===== src/rtl/fpcmp_pkg.sv =====
package fpcmp_pkg;

  typedef enum logic [2:0] {
    OP_IDLE = 3'd0,
    OP_CEQ  = 3'd1,
    OP_CLT  = 3'd2,
    OP_BRF  = 3'd3,
    OP_BRT  = 3'd4,
    OP_MVF  = 3'd5,
    OP_MVT  = 3'd6,
    OP_RSV  = 3'd7
  } cc_op_e;

  typedef struct packed {
    logic nan;
    logic snan;
    logic zero;
  } fp_class_t;

endpackage


===== src/rtl/fp_classify.sv =====
module fp_classify
  import fpcmp_pkg::*;
#(
  parameter int EXP_W  = 11,
  parameter int FRAC_W = 52
) (
  input  logic [EXP_W+FRAC_W:0] val,
  output fp_class_t             cls
);
  logic [EXP_W-1:0]  exp_f;
  logic [FRAC_W-1:0] frac_f;

  assign exp_f  = val[EXP_W+FRAC_W-1:FRAC_W];
  assign frac_f = val[FRAC_W-1:0];

  always_comb begin
    cls.nan  = (&exp_f) && (|frac_f);
    cls.snan = cls.nan && !frac_f[FRAC_W-1];
    cls.zero = !(|exp_f) && !(|frac_f);
  end
endmodule


===== src/rtl/fp_relation.sv =====
module fp_relation
  import fpcmp_pkg::*;
#(
  parameter int W = 64
) (
  input  logic [W-1:0] a,
  input  logic [W-1:0] b,
  input  fp_class_t    cls_a,
  input  fp_class_t    cls_b,
  output logic         eq,
  output logic         lt
);
  logic         sgn_a, sgn_b, any_nan, both_zero;
  logic [W-2:0] mag_a, mag_b;

  assign sgn_a     = a[W-1];
  assign sgn_b     = b[W-1];
  assign mag_a     = a[W-2:0];
  assign mag_b     = b[W-2:0];
  assign any_nan   = cls_a.nan | cls_b.nan;
  assign both_zero = cls_a.zero & cls_b.zero;

  always_comb begin
    eq = !any_nan && ((a == b) || both_zero);
    if (any_nan || both_zero) lt = 1'b0;
    else if (sgn_a != sgn_b)  lt = sgn_a;
    else if (!sgn_a)          lt = (mag_a < mag_b);
    else                      lt = (mag_a > mag_b);
  end

  // NaN never yields a true relation; the two relations never hold together
  always_comb begin
    if (any_nan) assert_nan_false_R6: assert (!eq && !lt);
    assert_eq_lt_excl_R4: assert (!(eq && lt));
  end
endmodule


===== src/rtl/cc_bank.sv =====
module cc_bank
  import fpcmp_pkg::*;
#(
  parameter int CC_N  = 8,
  parameter int IDX_W = $clog2(CC_N)
) (
  input  logic             clk,
  input  logic             rst_n,
  input  logic             op_valid,
  input  cc_op_e           op,
  input  logic [IDX_W-1:0] idx,
  input  logic             eq_res,
  input  logic             lt_res,
  input  logic             any_nan,
  input  logic             any_snan,
  input  logic             inv_en,
  output logic [CC_N-1:0]  cc_q,
  output logic             valid_q,
  output logic             branch_q,
  output logic             move_q,
  output logic             invalid_q,
  output logic             trap_q
);
  logic [CC_N-1:0] cc_d;
  logic            is_cmp, cc_we, sel_bit;
  logic            branch_d, move_d, invalid_d, trap_d;

  always_comb begin
    is_cmp    = op_valid && (op == OP_CEQ || op == OP_CLT);
    cc_we     = is_cmp;
    sel_bit   = cc_q[idx];
    cc_d      = cc_q;
    branch_d  = 1'b0;
    move_d    = 1'b0;
    invalid_d = 1'b0;
    trap_d    = 1'b0;
    if (is_cmp) begin
      cc_d[idx] = (op == OP_CEQ) ? eq_res : lt_res;
      invalid_d = any_nan;
      trap_d    = any_snan | (any_nan & inv_en);
    end else if (op_valid) begin
      case (op)
        OP_BRF:  branch_d = !sel_bit;
        OP_BRT:  branch_d = sel_bit;
        OP_MVF:  move_d   = !sel_bit;
        OP_MVT:  move_d   = sel_bit;
        default: ;
      endcase
    end
  end

  always_ff @(posedge clk or negedge rst_n) begin
    if (!rst_n) cc_q <= '0;
    else if (cc_we) cc_q <= cc_d;
  end

  always_ff @(posedge clk or negedge rst_n) begin
    if (!rst_n) begin
      valid_q   <= 1'b0;
      branch_q  <= 1'b0;
      move_q    <= 1'b0;
      invalid_q <= 1'b0;
      trap_q    <= 1'b0;
    end else begin
      valid_q   <= op_valid;
      branch_q  <= branch_d;
      move_q    <= move_d;
      invalid_q <= invalid_d;
      trap_q    <= trap_d;
    end
  end

  assert_one_bit_R3: assert property (@(posedge clk) disable iff (!rst_n)
    is_cmp |=> ($countones(cc_q ^ $past(cc_q)) <= 1));
  assert_hold_R3: assert property (@(posedge clk) disable iff (!rst_n)
    !is_cmp |=> $stable(cc_q));
  assert_snan_trap_R8: assert property (@(posedge clk) disable iff (!rst_n)
    (is_cmp && any_snan) |=> (trap_q && invalid_q));
  assert_qnan_masked_R7: assert property (@(posedge clk) disable iff (!rst_n)
    (is_cmp && any_nan && !any_snan && !inv_en) |=> (!trap_q && invalid_q));
  assert_excl_R10: assert property (@(posedge clk) disable iff (!rst_n)
    $onehot0({branch_q, move_q, invalid_q}));
  assert_valid_R11: assert property (@(posedge clk) disable iff (!rst_n)
    op_valid |=> valid_q);
endmodule


===== src/rtl/fpcmp_cc_unit.sv =====
module fpcmp_cc_unit
  import fpcmp_pkg::*;
#(
  parameter int EXP_W  = 11,
  parameter int FRAC_W = 52,
  parameter int CC_N   = 8,
  parameter int IDX_W  = $clog2(CC_N)
) (
  input  logic                   clk,
  input  logic                   rst_n,
  input  logic                   op_valid,
  input  logic [2:0]             op_code,
  input  logic [IDX_W-1:0]       cc_sel,
  input  logic [EXP_W+FRAC_W:0]  src_a,
  input  logic [EXP_W+FRAC_W:0]  src_b,
  input  logic                   invalid_trap_en,
  output logic                   res_valid,
  output logic [CC_N-1:0]        cc_vec,
  output logic                   branch_take,
  output logic                   move_do,
  output logic                   invalid_op,
  output logic                   trap_req
);
  localparam int W = EXP_W + FRAC_W + 1;

  fp_class_t      cls [2];
  logic [W-1:0]   opnd [2];
  logic           eq_res, lt_res;

  assign opnd[0] = src_a;
  assign opnd[1] = src_b;

  for (genvar g = 0; g < 2; g++) begin : g_cls
    fp_classify #(.EXP_W(EXP_W), .FRAC_W(FRAC_W)) cls_i (
      .val (opnd[g]),
      .cls (cls[g])
    );
  end

  fp_relation #(.W(W)) rel_i (
    .a     (src_a),
    .b     (src_b),
    .cls_a (cls[0]),
    .cls_b (cls[1]),
    .eq    (eq_res),
    .lt    (lt_res)
  );

  cc_bank #(.CC_N(CC_N), .IDX_W(IDX_W)) bank_i (
    .clk       (clk),
    .rst_n     (rst_n),
    .op_valid  (op_valid),
    .op        (cc_op_e'(op_code)),
    .idx       (cc_sel),
    .eq_res    (eq_res),
    .lt_res    (lt_res),
    .any_nan   (cls[0].nan | cls[1].nan),
    .any_snan  (cls[0].snan | cls[1].snan),
    .inv_en    (invalid_trap_en),
    .cc_q      (cc_vec),
    .valid_q   (res_valid),
    .branch_q  (branch_take),
    .move_q    (move_do),
    .invalid_q (invalid_op),
    .trap_q    (trap_req)
  );
endmodule


===== config.mk =====
export PLATFORM = sky130hd
export DESIGN_NAME = fpcmp_cc_unit
export DESIGN_NICKNAME = d
export VERILOG_FILES = /design/src/rtl/fpcmp_pkg.sv /design/src/rtl/fp_classify.sv /design/src/rtl/fp_relation.sv /design/src/rtl/cc_bank.sv /design/src/rtl/fpcmp_cc_unit.sv
export SDC_FILE = /design/constraint.sdc
export NUM_CORES = 1
export LEC_CHECK = 0
export BUFFER_PORTS_ARGS = -buffer_cell sky130_fd_sc_hd__buf_4
export CAP_MARGIN = 20
export CELL_PAD_IN_SITES_DETAIL_PLACEMENT = 1
export CELL_PAD_IN_SITES_GLOBAL_PLACEMENT = 2
export CORE_UTILIZATION = 24
export DETAILED_ROUTE_END_ITERATION = 10
export GPL_TIMING_DRIVEN = 1
export PLACE_DENSITY = 0.92
export RECOVER_POWER = 25
export SLEW_MARGIN = 5
export SYNTH_ARGS = -nofsm -noshare
export SYNTH_HDL_FRONTEND = slang
export SYNTH_SLANG_ARGS = --single-unit

===== constraint.sdc =====
create_clock -name clk -period 1.9 [get_ports clk]
set_input_delay 0 -clock clk [delete_from_list [all_inputs] [get_ports clk]]
set_output_delay 0 -clock clk [all_outputs]
set_load 0.01 [all_outputs]

==> impl_metrics.env, run 1 <==
export IMPL_post_place_ws_ns=-0.487
export IMPL_clkPwrFrac_pct=20.7
export IMPL_drt_total_wl_um=13400
export IMPL_remaining_drc_errors=0
export IMPL_cap_violations=0
export IMPL_path_cells="buf_4, buf_4, nor4_2, nand3_1, nor4_4, o22ai_2, nand3b_4, or4_4, o31ai_2"
export IMPL_drtIter0Drc=85
export IMPL_grt_antenna_before_repair=0
export IMPL_grt_pass1_vias=4223
export IMPL_port_buffers=150
export IMPL_postSynthCellCount=365
export IMPL_status="finished, violations left"
export IMPL_area_growth_syn_to_layout_pct=100
export IMPL_slew_headroom_pct=46.4
export IMPL_crit_path_start="src_a[30]"
export IMPL_min_to="bank_i.trap_q"
export IMPL_die_w_um=110
export IMPL_fmax_mhz=515
export IMPL_ios=151
export IMPL_yosysTopAreaCell="ha_1"
export IMPL_ys_flop_type="dfrtp_1"
export IMPL_worstHoldPathType="input port to register"
export IMPL_required_ns=2.05
export IMPL_power_frac_seq_pct=17.7
export IMPL_drt_antenna_violating_nets=0
export IMPL_synth_sequential_area_ratio_pct=11.6
export IMPL_clock_sinks=13
export IMPL_endpoint_kind="register"
export IMPL_r2r_setup_slack_ns=0.26
export IMPL_diodes=0
export IMPL_drv_slew=0
export IMPL_failed_checks="negative setup slack"
export IMPL_reg2regPathDepth=4
export IMPL_p_leak_nw=2.74
export IMPL_max_stage_delay_ns=0.48
export IMPL_period_share_pct=102
export IMPL_syn_area_mm2=0.00279
export IMPL_yosys_warnings=0
export IMPL_nets=811
export IMPL_start_util_pct=24.6
export IMPL_synth_edf_count=0
export IMPL_r2r_start="bank_i.cc_q[7]"
export IMPL_drt_pass1_iterations=4
export IMPL_critPathTopFamily="simple AND/OR/NAND/NOR gates"
export IMPL_ys_top_cells_by_count="67 x inv_1, 63 x ha_1, 33 x a21oi_1"
export IMPL_hold_viol_final=0
export IMPL_min_period_ns=1.94
export IMPL_critPathMaxFanout=2
export IMPL_total_power_mw=1.99
export IMPL_r2r_end="bank_i.move_q"
export IMPL_intPower_mw=1.27
export IMPL_hold_ws_ns=0.0207
export IMPL_rows=39
export IMPL_p_per_area_mw_per_mm2=356
export IMPL_via_per_inst=5.06
export IMPL_overflow=0
export IMPL_yosysUniqueCellTypes=53
export IMPL_drive_gt1_share_pct=54.8
export IMPL_cp_common_cell="buf_4"
export IMPL_cp_slowest_cell="or4_4"
export IMPL_wl_per_cell_um=17.9
export IMPL_setup_viol=8
export IMPL_worstPathArrival_ns=2.10
export IMPL_combPwrFrac_pct=61.6
export IMPL_dp_hpwl_um=10800
export IMPL_place_congestion=0.892
export IMPL_die_area_mm2=0.0121
export IMPL_grt_start_max_net_pins=14
export IMPL_p_switching_mw=0.721
export IMPL_synth_most_common_cell="inv_1"
export IMPL_fillerInstances=1339
export IMPL_worst_pin_slew_ns=0.804
export IMPL_async_reset_ff_share_pct=100
export IMPL_clk_latency_ns=0.24
export IMPL_ctsLongestPathBuffers=2
export IMPL_synth_seq_cells=13
export IMPL_core_area_mm2=0.0114
export IMPL_htreeDepth=1
export IMPL_irDropWorstVdd_mv=0.388
export IMPL_synth_top_area_share_pct=28.2
export IMPL_crit_type="input port to register"
export IMPL_worst_path_buf_inv=2
export IMPL_syn_avg_cell_area_um2=7.65
export IMPL_synth_nets=566
export IMPL_synth_area_top_cells="ha_1 28%, dfrtp_1 12%, inv_1 9.0%, nor4_1 7.2%, a21oi_1 5.9%"
export IMPL_holdCritStartpoint="invalid_trap_en"
export IMPL_clk_pin_slew_ns=0.05
export IMPL_grt_pass1_wl_um=20300
export IMPL_grt_usage_pct=21.5
export IMPL_vias=3802
export IMPL_switching_share_pct=36.2
export IMPL_root_buffer="clkbuf_16"
export IMPL_setup_ws_ns=-0.0415
export IMPL_fin_skew_ns=0.00113
export IMPL_cp_start_kind="input port"
export IMPL_die_h_um=110
export IMPL_holdPathStages=3
export IMPL_tritoncts_num_buffers=3
export IMPL_grt_setup_unrepaired="yes"
export IMPL_cts_tree="built"
layout make-up:
type	instances	area [um2]	share of cell area, %
timing repair buffer	242	1910	34.1
sequential	13	325	5.81
tap	143	179	3.19
inverter	67	259	4.62
clock buffer	4	78.8	1.41
multi-input combinational	283	2850	50.8
worst max-delay path by stage:
stage / slack, ns / endpoint / cells past startpoint
4_1_cts: 0.0004 / bank_i.cc_q[3] / 10
5_1_grt: -0.16 / bank_i.cc_q[2] / 9
3_3_place_gp: -0.41 / bank_i.cc_q[2] / 9
3_5_place_dp: -0.49 / bank_i.cc_q[2] / 10
2_1_floorplan: 0.001 / bank_i.cc_q[2] / 9
6_report: -0.04 / bank_i.cc_q[2] / 9
cells in the final DEF (no fill, tap or decap), drive strengths merged, types with 9 or more instances in the layout:
master	count
nand4	24
nand2	18
ha	63
o31ai	9
inv	67
nand2b	10
nor2	15
buf	239
nand3	13
nor4	36
a21oi	33
dfrtp	13
metal layers:
metal | part of all wire, % | track usage, % | wire length, um | vias to the layer above
li1 | - | - | - | 1856
met1 | 38 | 24.0 | 5140 | 1815
met2 | 55 | 42.9 | 7370 | 121
met3 | 5.7 | 2.37 | 766 | 10
met4 | 1.2 | 4.19 | 165 | 0
met5 | 0 | 0 | 0 | -
sequential cells by signal, indices dropped and copies added (netlist names):
register,cells
bank_i.branch_q,1
bank_i.cc_q,8
bank_i.invalid_q,1
bank_i.move_q,1
bank_i.trap_q,1
bank_i.valid_q,1
kinds of logic (layout without fill, tap and decap cells):
kind of cell / after synthesis / count (layout) / share of synthesized area, %
and+or+nand+nor: 137 / 137 / 29.6
adders and majority gates: 63 / 63 / 28.2
xor gates and xnor gates: 1 / 1 / 0.314
buffers and inverters: 69 / 313 / 9.31
AOI/OAI and AO/OA: 78 / 78 / 18.6
muxes: 4 / 4 / 2.33
DFF: 13 / 13 / 11.6
stage by stage:
stage	utilization [%]	TNS, ns	cell area [um2]	std cells
2_1_floorplan	-	0	2790	365
3_3_place_gp	41.4	-3.22	4710	738
3_5_place_dp	41.4	-3.67	4710	738
4_1_cts	45.5	0	5170	746
5_1_grt	49.3	-0.828	5600	752
6_report	49.3	-0.160	5600	752
power by group through the flow:
stage	Clock [mW]	Combinational, mW	Sequential, mW
after global routing	0.426	1.34	0.357
after detailed placement	0	0.988	0.356
after global placement	0	0.934	0.357
final	0.413	1.23	0.353
after CTS	0.413	1.09	0.352
after floorplan	0	0.371	0.366
worst min-delay path, stage by stage:
cell,delay (ns)
buf_4,0.08
a211oi_1,0.06
nor2_1,0.09
what timing repair did:
item	4_1_cts	5_1_grt
hold buffers	2	0
resized for setup	57	67
buffers inserted	3	6
setup endpoints to repair	8	8
endpoints found under the hold margin	14	0
cloned	0	0
pin swaps	25	19
Power figures use the tool's default switching activity.
==> inputs of run 2 (changes only) <==
Settings changed: CTS_BUF_LIST from default to sky130_fd_sc_hd__clkbuf_4.
==> run 2 against run 1 <==
  * The run now ends clean
  * Non-clock buffer count fell by 1
  * First-iteration DRC count rose by 3.5%
  * Sequential share of layout area rose by 0.11 points
  * Via count rose by 0.34%
  * Flip-flop and latch count did not move
  * Design area fell by 1.9%
  * Highest routed layer unchanged
  * Sequential power barely moved
  * Register-to-register slack barely moved
  * Clock power fell by 52%
  * Largest power group unchanged
  * Hold slack got worse by 0.0089 ns
  * Critical endpoint is now bank_i.cc_q[4]
==> impl_metrics.env, run 2 (same netlist as run 1, synthesis figures left out) <==
export IMPL_cp_start_kind="input port"
export IMPL_seq_area_um2=325
export IMPL_grt_pass1_wl_um=19600
export IMPL_core_area_mm2=0.0114
export IMPL_clk_latency_ns=0.28
export IMPL_grt_start_max_net_pins=14
export IMPL_port_buffers=150
export IMPL_clock_sinks=13
export IMPL_cp_common_cell="buf_4"
export IMPL_critPathTopFamily="simple AND/OR/NAND/NOR gates"
export IMPL_required_ns=2.10
export IMPL_largest_register_ffs=8
export IMPL_worst_pin_slew_ns=0.760
export IMPL_grt_usage_pct=20.7
export IMPL_drt_pass1_iterations=4
export IMPL_vias=3815
export IMPL_drv_slew=0
export IMPL_root_buffer="clkbuf_4"
export IMPL_wl_per_cell_um=18.2
export IMPL_setup_ws_ns=0.0185
export IMPL_area_growth_syn_to_layout_pct=96.6
export IMPL_worst_path_buf_inv=4
export IMPL_endpoint_kind="register"
export IMPL_remaining_drc_errors=0
export IMPL_crit_type="input port to register"
export IMPL_hold_ws_ns=0.0118
export IMPL_grt_pass1_vias=4192
export IMPL_drt_total_wl_um=13600
export IMPL_max_stage_delay_ns=0.32
export IMPL_tritoncts_num_buffers=3
export IMPL_cp_slowest_cell="nor4_2"
export IMPL_worstHoldPathType="input port to register"
export IMPL_drtIter0Drc=88
export IMPL_p_leak_nw=2.69
export IMPL_critPathMaxFanout=6
export IMPL_htreeDepth=1
export IMPL_dp_hpwl_um=10800
export IMPL_min_period_ns=1.88
export IMPL_layout_common_cells="222 x buf_4, 60 x inv_1, 46 x ha_1"
export IMPL_post_place_ws_ns=-0.487
export IMPL_place_congestion=0.892
export IMPL_slew_headroom_pct=49.3
export IMPL_ctsLongestPathBuffers=2
export IMPL_irDropWorstVdd_mv=0.252
export IMPL_final_common_cell="buf_4"
export IMPL_start_util_pct=24.6
export IMPL_grt_antenna_before_repair=0
export IMPL_status="finished clean"
export IMPL_diodes=0
export IMPL_overflow=0
export IMPL_worstPathArrival_ns=2.08
export IMPL_via_per_inst=5.08
export IMPL_multi_input_area_mm2=0.00282
export IMPL_fin_skew_ns=0.00229
export IMPL_fillerInstances=1346
export IMPL_grt_setup_unrepaired="yes"
export IMPL_fmax_mhz=531
export IMPL_die_w_um=110
export IMPL_die_h_um=110
export IMPL_p_per_area_mw_per_mm2=321
export IMPL_path_cells="buf_4, inv_2, ha_4, nand4_1, nor4_2, buf_4, and4_4, nand3_4, a211oi_4, buf_6, a21oi_2, o31ai_4"
export IMPL_total_power_mw=1.76
export IMPL_drt_antenna_violating_nets=0
export IMPL_drive_gt1_share_pct=53.5
export IMPL_setup_viol=0
export IMPL_hold_viol_final=0
export IMPL_regMostFlops="bank_i.cc_q"
export IMPL_ios=151
export IMPL_clk_pin_slew_ns=0.09
export IMPL_die_area_mm2=0.0121
export IMPL_cts_tree="built"
export IMPL_cap_violations=0
export IMPL_rows=39
export IMPL_nets=810
export IMPL_period_share_pct=99.0
run 2: cell types whose count changed in the layout (fill, tap and decap cells not counted), moves of 3 or more:
cell,previous run,this run
buf_12,3,0
clkbuf_16,3,0
clkbuf_4,0,4
ha_1,49,46
ha_4,14,17
inv_1,56,60
inv_2,8,4
run 2: cell type report:
type,instances,area share [%]
Clock buffer,4,0.547
Inverter,67,4.71
Multi-Input combinational cell,283,51.4
Sequential cell,13,5.92
Tap cell,143,3.26
Timing Repair Buffer,241,34.2
run 2: worst paths after layout:
check                           slack (ns)           start  depth (start not counted)               end
worst max-delay path                  0.02       src_b[59]                         12    bank_i.cc_q[4]
worst min-delay path                  0.01      op_code[1]                          3   bank_i.branch_q
worst max register to register        0.27  bank_i.cc_q[2]                          4     bank_i.move_q
worst min register to register        0.63  bank_i.cc_q[6]                          3    bank_i.cc_q[6]
max in group asynchronous             1.14           rst_n                          2    bank_i.cc_q[6]
min in group asynchronous             0.29           rst_n                          2  bank_i.invalid_q
run 2: tightest hold or removal path, cell delays in order:
cell     delay, ns
buf_4         0.10
or4b_1        0.10
a21oi_1       0.07
run 2: per-stage QoR:
stage | area [um2] | utilization [%] | cells | setup TNS [ns]
2_1_floorplan | 2790 | - | 365 | 0
4_1_cts | 4990 | 43.9 | 748 | -0.0109
3_3_place_gp | 4710 | 41.4 | 738 | -3.22
3_5_place_dp | 4710 | 41.4 | 738 | -3.67
6_report | 5490 | 48.3 | 751 | 0
5_1_grt | 5490 | 48.3 | 751 | -0.579
run 2: per-layer routing:
metal	share of wire (%)	vias up	GRT usage, %
met5	0	-	0
met4	2.4	0	5.71
met3	5.6	23	2.90
met2	53	125	40.0
met1	39	1812	23.2
li1	-	1855	-
run 2: where the power goes:
| group | internal (mW) | leakage [nW] | switching (mW) |
|---|---|---|---|
| combinational | 0.657 | 2.50 | 0.554 |
| sequential | 0.317 | 0.172 | 0.0385 |
| clock | 0.0958 | 0.0184 | 0.102 |
| total | 1.07 | 2.69 | 0.695 |
run 2: what timing repair did:
item                                    4_1_cts  5_1_grt
endpoints found under the hold margin        17        0
pin swaps                                    14       26
endpoints found under the setup margin        8        8
resized for setup                            34       76
hold buffers                                  4        0
buffers inserted                              2        3
==> inputs of run 3 (changes only) <==
Settings changed: CELL_PAD_IN_SITES_DETAIL_PLACEMENT 1 to default, CELL_PAD_IN_SITES_GLOBAL_PLACEMENT 2 to default, CORE_UTILIZATION 24 to 47, PLACE_DENSITY 0.92 to 0.94.
==> run 3 against run 2 <==
  * Clock power fell by 4%
  * Non-clock buffer count fell by 39
  * Fmax rose by 3.5%
  * Combinational power fell by 21%
  * Die area fell by 48%
  * Design area fell by 17%
  * Critical path depth fell by 1
  * Total power fell by 15%
  * Via count fell by 0.21%
  * Global-route usage rose by 12 points
  * Critical path type unchanged
  * Critical endpoint unchanged
==> impl_metrics.env, run 3 (same netlist as run 1, synthesis figures left out) <==
export IMPL_status="finished clean"
export IMPL_worstHoldPathType="input port to register"
export IMPL_area_growth_syn_to_layout_pct=62.8
export IMPL_largest_register_ffs=8
export IMPL_power_frac_seq_pct=23.4
export IMPL_core_area_mm2=0.00561
export IMPL_irDropWorstVdd_mv=0.315
export IMPL_total_power_mw=1.50
export IMPL_p_per_area_mw_per_mm2=330
export IMPL_fin_skew_ns=0.00468
export IMPL_endpoint_kind="register"
export IMPL_place_congestion=1.01
export IMPL_post_place_ws_ns=-0.340
export IMPL_worst_pin_slew_ns=0.718
export IMPL_clock_sinks=13
export IMPL_die_w_um=79.1
export IMPL_via_per_inst=5.94
export IMPL_drt_pass1_iterations=5
export IMPL_root_buffer="clkbuf_4"
export IMPL_period_share_pct=95.7
export IMPL_fillerInstances=360
export IMPL_port_buffers=150
export IMPL_clk_latency_ns=0.28
export IMPL_drv_slew=0
export IMPL_clk_pin_slew_ns=0.08
export IMPL_p_leak_nw=2.41
export IMPL_die_area_mm2=0.00626
export IMPL_final_common_cell="buf_4"
export IMPL_setup_viol=0
export IMPL_utilization_pct=81.1
export IMPL_nets=771
export IMPL_critPathMaxFanout=8
export IMPL_grt_setup_unrepaired="yes"
export IMPL_setup_ws_ns=0.0822
export IMPL_ctsLongestPathBuffers=2
export IMPL_drive_gt1_share_pct=41.3
export IMPL_vias=3807
export IMPL_die_h_um=79.1
export IMPL_diodes=0
export IMPL_grt_start_max_net_pins=14
export IMPL_required_ns=2.08
export IMPL_crit_type="input port to register"
export IMPL_intPower_mw=0.936
export IMPL_regMostFlops="bank_i.cc_q"
export IMPL_cts_tree="built"
export IMPL_drtIter0Drc=216
export IMPL_worstPathArrival_ns=2.00
export IMPL_drt_total_wl_um=10400
export IMPL_start_util_pct=49.8
export IMPL_slew_headroom_pct=52.1
export IMPL_clkPwrFrac_pct=12.7
export IMPL_htreeDepth=1
export IMPL_grt_pass1_wl_um=16500
export IMPL_switching_share_pct=37.7
export IMPL_overflow=0
export IMPL_combPwrFrac_pct=63.9
export IMPL_dp_hpwl_um=8870
export IMPL_rows=27
export IMPL_grt_usage_pct=33.0
export IMPL_remaining_drc_errors=0
export IMPL_cp_start_kind="input port"
export IMPL_drt_antenna_violating_nets=0
export IMPL_wl_per_cell_um=16.3
export IMPL_layout_common_cells="197 x buf_4, 67 x inv_1, 63 x ha_1"
export IMPL_cap_violations=0
export IMPL_tritoncts_num_buffers=3
export IMPL_grt_pass1_vias=3894
export IMPL_grt_antenna_before_repair=0
export IMPL_hold_viol_final=0
export IMPL_fmax_mhz=550
export IMPL_ios=151
export IMPL_p_switching_mw=0.566
export IMPL_min_period_ns=1.82
run 3: cell count changes in the layout (fill, tap and decap cells not counted), sizes merged:
cell	before	now
buf	236	197
run 3: cell type report:
cell class	count	area [um2]	share of cell area (%)
well taps	72	90.1	1.98
flip-flops and latches	13	325	7.15
repair buffers	202	1520	33.5
inverters	67	251	5.53
clock buffers	4	30.0	0.660
multi-input cells	283	2330	51.2
run 3: critical path: stages:
cell,delay (ns)
buf_4,0.13
ha_1,0.30
nand4_1,0.12
nor4_2,0.31
buf_4,0.17
nand2_1,0.09
a21oi_2,0.14
a211oi_2,0.06
buf_4,0.16
a41o_4,0.25
o31ai_2,0.27
run 3: final timing paths:
path,slack (ns),from,to,depth (start not counted)
setup / recovery,0.08,src_a[52],bank_i.cc_q[4],11
hold / removal,0.004,op_code[1],bank_i.branch_q,3
setup reg to reg,0.24,bank_i.cc_q[7],bank_i.move_q,4
hold reg to reg,0.63,bank_i.cc_q[6],bank_i.cc_q[6],3
max in group asynchronous,1.17,rst_n,bank_i.cc_q[6],2
min in group asynchronous,0.28,rst_n,bank_i.cc_q[5],2
run 3: what timing repair did:
action                                  4_1_cts  5_1_grt
endpoints found under the hold margin        17        1
pin swaps                                     1        9
buffers inserted                              1        1
gates resized for setup                       4       18
endpoints found under the setup margin        6        8
hold buffers                                  3        1
run 3: power by group through the flow:
stage	clock [mW]	combinational [mW]	sequential, mW
after floorplan	0	0.371	0.366
after global placement	0	0.858	0.353
after detailed placement	0	0.906	0.356
after CTS	0.190	0.921	0.351
after global routing	0.202	1.05	0.356
final	0.190	0.960	0.352
run 3: metrics by stage:
stage / std cells / TNS [ns] / hold WS [ns] / cell area [um2]
CTS: 639 / 0 / 0.000605 / 4430
global placement: 631 / -1.87 / -0.150 / 4350
floorplan: 365 / 0 / -0.296 / 2790
detailed placement: 631 / -2.29 / -0.149 / 4350
finish: 641 / 0 / 0.00400 / 4550
global route: 641 / -0.195 / 0.0146 / 4550
run 3: routing by layer:
| metal | track usage (%) | wire length (um) |
|---|---|---|
| met4 | 14.5 | 399 |
| met1 | 33.3 | 3770 |
| met5 | 0 | 0 |
| met2 | 64.7 | 5450 |
| met3 | 5.86 | 832 |
